**src/rtl/bfc_pkg.sv**
```systemverilog
package bfc_pkg;
  typedef enum logic [1:0] {
    ST_IDLE,
    ST_ADDR,
    ST_ACC,
    ST_XFER
  } fill_st_e;

  // total cycles from acceptance to the done cycle
  function automatic int unsigned fill_cycles(int unsigned nb, int unsigned ac,
                                              int unsigned lat, bit single);
    return single ? ac + nb * (lat + 1) : ac + lat + nb;
  endfunction
endpackage

```
**src/rtl/bfc_seq.sv**
```systemverilog
module bfc_seq
  import bfc_pkg::*;
#(
  parameter int unsigned NUM_BANKS   = 4,
  parameter int unsigned ADDR_CYC    = 1,
  parameter int unsigned BANK_LAT    = 15,
  parameter bit          SINGLE_BANK = 1'b0,
  localparam int unsigned WIDX       = $clog2(NUM_BANKS),
  localparam int unsigned CNT_MAX    = (ADDR_CYC > BANK_LAT) ? ADDR_CYC : BANK_LAT,
  localparam int unsigned CNT_W      = $clog2(CNT_MAX + 1)
) (
  input  logic            clk_i,
  input  logic            rst_ni,
  input  logic            start_i,
  output logic            idle_o,
  output logic            acc_start_o,
  output logic            xfer_o,
  output logic            last_o,
  output logic [WIDX-1:0] word_o
);
  localparam logic [CNT_W-1:0] ADR_M1 = CNT_W'(ADDR_CYC - 1);
  localparam logic [CNT_W-1:0] LAT_M1 = CNT_W'(BANK_LAT - 1);
  localparam logic [WIDX-1:0]  LAST_W = WIDX'(NUM_BANKS - 1);

  fill_st_e         st_q;
  logic [CNT_W-1:0] cnt_q;
  logic [WIDX-1:0]  word_q;

  always_ff @(posedge clk_i or negedge rst_ni) begin
    if (!rst_ni) begin
      st_q   <= ST_IDLE;
      cnt_q  <= '0;
      word_q <= '0;
    end else begin
      unique case (st_q)
        ST_IDLE: if (start_i) begin
          st_q   <= ST_ADDR;
          cnt_q  <= ADR_M1;
          word_q <= '0;
        end
        ST_ADDR: if (cnt_q == '0) begin
          st_q  <= ST_ACC;
          cnt_q <= LAT_M1;
        end else begin
          cnt_q <= cnt_q - 1'b1;
        end
        ST_ACC: if (cnt_q == '0) st_q <= ST_XFER;
                else cnt_q <= cnt_q - 1'b1;
        ST_XFER: if (word_q == LAST_W) begin
          st_q <= ST_IDLE;
        end else begin
          word_q <= word_q + 1'b1;
          if (SINGLE_BANK) begin
            st_q  <= ST_ACC;
            cnt_q <= LAT_M1;
          end
        end
        default: st_q <= ST_IDLE;
      endcase
    end
  end

  assign idle_o      = (st_q == ST_IDLE);
  assign acc_start_o = (st_q == ST_ACC) && (cnt_q == LAT_M1);
  assign xfer_o      = (st_q == ST_XFER);
  assign last_o      = (word_q == LAST_W);
  assign word_o      = word_q;

  // in single-bank mode each non-final word is followed by a fresh access
  a_r9_reaccess: assert property (@(posedge clk_i) disable iff (!rst_ni)
    (xfer_o && !last_o) |=> (SINGLE_BANK ? acc_start_o : xfer_o));

  // the word index never moves while banks are being accessed
  a_r4_word_hold: assert property (@(posedge clk_i) disable iff (!rst_ni)
    (st_q == ST_ACC && cnt_q != '0) |=> $stable(word_o));
endmodule

```
**src/rtl/bfc_addr_gen.sv**
```systemverilog
module bfc_addr_gen #(
  parameter int unsigned ADDR_W      = 32,
  parameter int unsigned NUM_BANKS   = 4,
  parameter bit          SINGLE_BANK = 1'b0,
  localparam int unsigned WIDX       = $clog2(NUM_BANKS),
  localparam int unsigned OFF_W      = 2 + WIDX,
  localparam int unsigned BLK_W      = ADDR_W - OFF_W,
  localparam int unsigned BADDR_W    = ADDR_W - 2
) (
  input  logic               clk_i,
  input  logic               rst_ni,
  input  logic               load_i,
  input  logic [BLK_W-1:0]   blk_i,
  input  logic [WIDX-1:0]    word_i,
  output logic [BADDR_W-1:0] bank_addr_o
);
  logic [BLK_W-1:0] blk_q;

  always_ff @(posedge clk_i or negedge rst_ni) begin
    if (!rst_ni)     blk_q <= '0;
    else if (load_i) blk_q <= blk_i;
  end

  if (SINGLE_BANK) begin : g_single
    // one bank holds the whole block: local address is the full word address
    assign bank_addr_o = {blk_q, word_i};
  end else begin : g_ilv
    logic unused_word;
    assign unused_word = ^word_i;
    assign bank_addr_o = BADDR_W'(blk_q);
  end
endmodule

```
**src/rtl/bfc_bank_io.sv**
```systemverilog
module bfc_bank_io #(
  parameter int unsigned NUM_BANKS   = 4,
  parameter int unsigned WORD_W      = 32,
  parameter bit          SINGLE_BANK = 1'b0,
  localparam int unsigned WIDX       = $clog2(NUM_BANKS)
) (
  input  logic                        acc_start_i,
  input  logic                        xfer_i,
  input  logic [WIDX-1:0]             word_i,
  input  logic [NUM_BANKS*WORD_W-1:0] rdata_i,
  output logic [NUM_BANKS-1:0]        bank_rd_o,
  output logic [WORD_W-1:0]           word_o
);
  logic [WORD_W-1:0] bank_word [NUM_BANKS];

  for (genvar b = 0; b < NUM_BANKS; b++) begin : g_bank
    assign bank_word[b] = rdata_i[b*WORD_W +: WORD_W];
    if (SINGLE_BANK && b != 0) begin : g_off
      assign bank_rd_o[b] = 1'b0;
    end else begin : g_on
      assign bank_rd_o[b] = acc_start_i;
    end
  end

  if (SINGLE_BANK) begin : g_sel_single
    logic unused_sel;
    assign unused_sel = ^word_i ^ (^rdata_i[NUM_BANKS*WORD_W-1:WORD_W]);
    assign word_o = xfer_i ? bank_word[0] : '0;
  end else begin : g_sel_ilv
    assign word_o = xfer_i ? bank_word[word_i] : '0;
  end
endmodule

```
**src/rtl/block_fill_ctrl.sv**
```systemverilog
module block_fill_ctrl
  import bfc_pkg::*;
#(
  parameter int unsigned ADDR_W      = 32,
  parameter int unsigned WORD_W      = 32,
  parameter int unsigned NUM_BANKS   = 4,
  parameter int unsigned ADDR_CYC    = 1,
  parameter int unsigned BANK_LAT    = 15,
  parameter bit          SINGLE_BANK = 1'b0,
  localparam int unsigned WIDX       = $clog2(NUM_BANKS),
  localparam int unsigned OFF_W      = 2 + WIDX,
  localparam int unsigned BADDR_W    = ADDR_W - 2
) (
  input  logic                        clk_i,
  input  logic                        rst_ni,
  input  logic                        req_i,
  input  logic [ADDR_W-1:0]           addr_i,
  output logic                        ready_o,
  output logic [NUM_BANKS-1:0]        bank_rd_o,
  output logic [BADDR_W-1:0]          bank_addr_o,
  input  logic [NUM_BANKS*WORD_W-1:0] bank_rdata_i,
  output logic                        word_valid_o,
  output logic [WIDX-1:0]             word_idx_o,
  output logic [WORD_W-1:0]           word_o,
  output logic                        done_o
);
  localparam int unsigned FILL_CYC = fill_cycles(NUM_BANKS, ADDR_CYC, BANK_LAT, SINGLE_BANK);
  localparam int unsigned FIRST_CYC = ADDR_CYC + BANK_LAT + 1;
  localparam int unsigned LEN_W = $clog2(FILL_CYC + 2);

  logic            accept;
  logic            acc_start, xfer, last;
  logic [WIDX-1:0] word;
  logic            unused_lo;

  assign unused_lo = ^addr_i[OFF_W-1:0];
  assign accept    = req_i && ready_o;

  bfc_seq #(
    .NUM_BANKS  (NUM_BANKS),
    .ADDR_CYC   (ADDR_CYC),
    .BANK_LAT   (BANK_LAT),
    .SINGLE_BANK(SINGLE_BANK)
  ) u_seq (
    .clk_i      (clk_i),
    .rst_ni     (rst_ni),
    .start_i    (accept),
    .idle_o     (ready_o),
    .acc_start_o(acc_start),
    .xfer_o     (xfer),
    .last_o     (last),
    .word_o     (word)
  );

  bfc_addr_gen #(
    .ADDR_W     (ADDR_W),
    .NUM_BANKS  (NUM_BANKS),
    .SINGLE_BANK(SINGLE_BANK)
  ) u_addr (
    .clk_i      (clk_i),
    .rst_ni     (rst_ni),
    .load_i     (accept),
    .blk_i      (addr_i[ADDR_W-1:OFF_W]),
    .word_i     (word),
    .bank_addr_o(bank_addr_o)
  );

  bfc_bank_io #(
    .NUM_BANKS  (NUM_BANKS),
    .WORD_W     (WORD_W),
    .SINGLE_BANK(SINGLE_BANK)
  ) u_io (
    .acc_start_i(acc_start),
    .xfer_i     (xfer),
    .word_i     (word),
    .rdata_i    (bank_rdata_i),
    .bank_rd_o  (bank_rd_o),
    .word_o     (word_o)
  );

  assign word_valid_o = xfer;
  assign word_idx_o   = word;
  assign done_o       = xfer && last;

  // cycle count since acceptance, kept only for the timing assertions
  logic [LEN_W-1:0] len_q;
  always_ff @(posedge clk_i or negedge rst_ni) begin
    if (!rst_ni)       len_q <= '0;
    else if (accept)   len_q <= LEN_W'(1);
    else if (!ready_o) len_q <= len_q + 1'b1;
  end

  a_r2_busy_after_accept: assert property (@(posedge clk_i) disable iff (!rst_ni)
    accept |=> !ready_o);

  a_r2_ready_after_done: assert property (@(posedge clk_i) disable iff (!rst_ni)
    done_o |=> ready_o);

  a_r5_done_on_last: assert property (@(posedge clk_i) disable iff (!rst_ni)
    done_o |-> (word_valid_o && word_idx_o == WIDX'(NUM_BANKS - 1)));

  a_r5_done_single_pulse: assert property (@(posedge clk_i) disable iff (!rst_ni)
    done_o |=> !done_o);

  a_r6_fill_len: assert property (@(posedge clk_i) disable iff (!rst_ni)
    done_o |-> (len_q == LEN_W'(FILL_CYC)));

  a_r6_first_word: assert property (@(posedge clk_i) disable iff (!rst_ni)
    (word_valid_o && word_idx_o == '0) |-> (len_q == LEN_W'(FIRST_CYC)));

  a_r4_idx_step: assert property (@(posedge clk_i) disable iff (!rst_ni)
    (!SINGLE_BANK && word_valid_o && !done_o) |=>
      (word_valid_o && word_idx_o == $past(word_idx_o) + 1'b1));

  a_r3_strobe_shape: assert property (@(posedge clk_i) disable iff (!rst_ni)
    (|bank_rd_o) |-> (SINGLE_BANK ? (bank_rd_o == NUM_BANKS'(1)) : (&bank_rd_o)));

  a_r3_no_strobe_idle: assert property (@(posedge clk_i) disable iff (!rst_ni)
    ready_o |-> (bank_rd_o == '0 && !word_valid_o));
endmodule

```
**config.mk**
```make
export PLATFORM = sky130hd
export DESIGN_NAME = block_fill_ctrl
export DESIGN_NICKNAME = d
export VERILOG_FILES = /design/src/rtl/bfc_pkg.sv /design/src/rtl/bfc_seq.sv /design/src/rtl/bfc_addr_gen.sv /design/src/rtl/bfc_bank_io.sv /design/src/rtl/block_fill_ctrl.sv
export SDC_FILE = /design/constraint.sdc
export NUM_CORES = 1
export LEC_CHECK = 0
export ABC_AREA = 0
export BUFFER_PORTS_ARGS = -buffer_cell sky130_fd_sc_hd__buf_2
export CORE_UTILIZATION = 35
export CTS_CLUSTER_DIAMETER = 120
export DETAILED_ROUTE_END_ITERATION = 10
export PLACE_DENSITY = 0.8
export SYNTH_ARGS = -nofsm -noshare
export SYNTH_HDL_FRONTEND = slang
export SYNTH_SLANG_ARGS = --single-unit
```
**constraint.sdc**
```tcl
create_clock -name clk_i -period 1.7 [get_ports clk_i]
set_clock_uncertainty 0.05 [all_clocks]
set_input_delay 0.34 -clock clk_i [delete_from_list [all_inputs] [get_ports clk_i]]
set_output_delay 0.34 -clock clk_i [all_outputs]
set_load 0.01 [all_outputs]
```
==> reports/qor.yml <==
cts:
  clock_latency_ns: 0.29
  clock_sinks: 36
  cts_tree: "done"
  htree_num_levels: 2
  cts_inserted_buffers: 5
  clock_path_buffers: 2
  clk_pin_slew_ns: 0.08
  clockRootBuffer: "clkbuf_8"
placement:
  port_buffers: 227
  dpl_cell_area_um2: 4110
  place_ws_ns: -0.177
  gp_congestion: 0.847
  dp.final_hpwl_um: 7730
yosys:
  avgSynthCellArea_um2: 13.5
  postSynthCellCount: 201
  synthDistinctLibCells: 35
  yosysTopAreaCellShare_pct: 33.3
  ys.flop_type: "dfrtp_1"
  seq_area_frac_synth_pct: 33.3
  synthArstFlopShare_pct: 100
  synth_top_area_cell: "dfrtp_1"
  ys_warn_count: 0
  yosys_register_bits: 36
  syn_area_um2: 2710
  synth.area.top_cells: "dfrtp_1, mux4_2, mux2_2"
  synth_edf_count: 0
floorplanning:
  io_pins: 234
  rows: 31
  fp.dieW_um: 90.0
  dieArea_um2: 8100
  design.core.area_um2: 7370
  die_y_um: 90.0
  start_util_pct: 36.8
setup_path:
  setup.worst_path.class: "register to output port"
  crit_slowest_cell: "mux4_2"
  cp_max_fo: 5
  crit_path_frequent_cell: "buf_6"
  cp_slowest_stage_delay_ns: 0.50
  worstSetupEndpointType: "output port"
  regToRegSetupSlack_ns: -0.06
  path_cells: "buf_6, clkbuf_16, mux4_2, and2_4, buf_6"
  timing.critical_path.buf_inv: 3
  crit_family: "multiplexers"
  start_kind: "register"
  worstPathArrival_ns: 1.76
  crit_required_ns: 1.31
grt:
  grt_pass1_wl_um: 15500
  grt_max_degree: 34
  grt.total_usage_pct: 24.3
  grt_remaining_overflow: 0
  grt_pass1_vias: 3068
  antenna_found_initial: 2
sta:
  period_needed_ns: 2.15
  post-route-period-util_pct: 126
  slew_viol_final: 0
  setup_viol: 40
  fin_ws_ns: -0.450
  hold_viol: 0
  finalSetupTns_ns: -14.50
  rsz0062_at_grt: "true"
  fmax_ghz: 0.465
power_and_ir_drop:
  ir_drop_mv: 0.999
  power.density_nw_per_um2: 1610
  leakagePower_nw: 2.43
drt:
  drt_drc_violations_left: 0
  drt-total-wl_um: 10800
  drt_pass1_iterations: 4
  vias: 2917
  drt-initial-drc-count: 75
  via_per_inst: 5.16
  antenna_left: 0
  drt-wirelength-per-cell_um: 19.0
worst_hold_path:
  hold_path_class: "input pin to register"
finish:
  area_growth_pct: 85.7
  fin_util_pct: 68.3
  finalInstanceArea_um2: 5030
  final_nets: 633
  post_route_cells_drive_above_1_share_pct: 85.6
outcome:
  violations: "negative setup slack"
  outcome: "finished, violations left"
run:
  drv_cap: 0
-- synth_stat cells, types with 3 or more instances --
master,number
mux4_2,28
nor2b_1,3
buf_4,6
inv_1,5
mux2_2,30
o211ai_1,3
nor2_1,3
clkbuf_1,4
mux4_1,4
buf_2,7
dfrtp_1,36
o31ai_1,3
nor3_1,3
buf_12,3
and2_1,33
ha_1,7
-- flip-flops by register name (all words and copies together) (netlist names) --
signal and count:
u_seq.word_o 2, u_addr.blk_q 28, u_seq.cnt_q 4, u_seq.st_q 2
-- cell families after synthesis --
family | Yosys count | synth area share, %
multiplexers | 62 | 39.6
buffers and inverters | 26 | 6.84
AND/OR/NAND/NOR | 52 | 12.1
other | 1 | 0.138
flip-flops | 36 | 33.3
adder cells (fa/ha/maj) | 7 | 3.23
AO/OA/AOI/OAI | 17 | 4.80
-- power breakdown --
part           switching [mW]  total (mW)  internal (mW)
logic                    2.41        5.96           3.55
registers               0.269        1.55           1.28
clock network           0.311       0.597          0.285
-- layout make-up --
| class | count | area (um2) |
|---|---|---|
| Fill cell | 545 | 2340 |
| Sequential cell | 36 | 902 |
| Antenna cell | 2 | 5.00 |
| Inverter | 5 | 28.8 |
| Clock inverter | 3 | 18.8 |
| Multi-Input combinational cell | 140 | 1870 |
| Clock buffer | 5 | 68.8 |
| Timing Repair Buffer | 275 | 2020 |
| Tap cell | 99 | 124 |
-- final timing paths --
kind / from / to / cells past startpoint
max in group asynchronous: rst_ni / u_addr.blk_q[10] / 3
hold reg to reg: u_addr.blk_q[26] / u_addr.blk_q[26] / 1
min in group asynchronous: rst_ni / u_addr.blk_q[22] / 2
hold / removal: addr_i[15] / u_addr.blk_q[11] / 2
setup reg to reg: u_seq.word_o[0] / u_seq.st_q[1] / 7
setup / recovery: u_seq.word_o[0] / word_o[7] / 5
-- repair_timing --
| item | 4_1_cts | 5_1_grt |
|---|---|---|
| gates cloned | 2 | 6 |
| resized for setup | 39 | 77 |
| endpoints found under the setup margin | 41 | 72 |
| setup buffers | 6 | 13 |
| endpoints found under the hold margin | 17 | 0 |
| hold buffers | 1 | 0 |
| pin swaps | 3 | 41 |
-- layer usage --
metal  up-vias  GRT usage [%]  wire length [um]
li1       1291              -                 -
met1      1421           27.5              3850
met2       173           43.0              5590
met3        32           6.18               893
met4         0           10.9               430
met5         -              0                 0
-- cell usage in the layout, fill, tap and decap left out, drive strengths merged, types with 5 or more instances in the layout --
cell type    n
buf        269
dfrtp       36
and2        33
inv          5
clkbuf      10
ha           7
mux4        32
mux2        30
-- metrics by stage --
step	instances	hold WS (ns)	total power, mW
after global routing	565	0.225	8.55
final	565	0.230	8.11
after detailed placement	529	0.264	5.64
after floorplan	202	-0.00559	4.14
after global placement	529	0.256	5.50
after CTS	546	0.222	6.93
(Power assumes the default switching activity.)
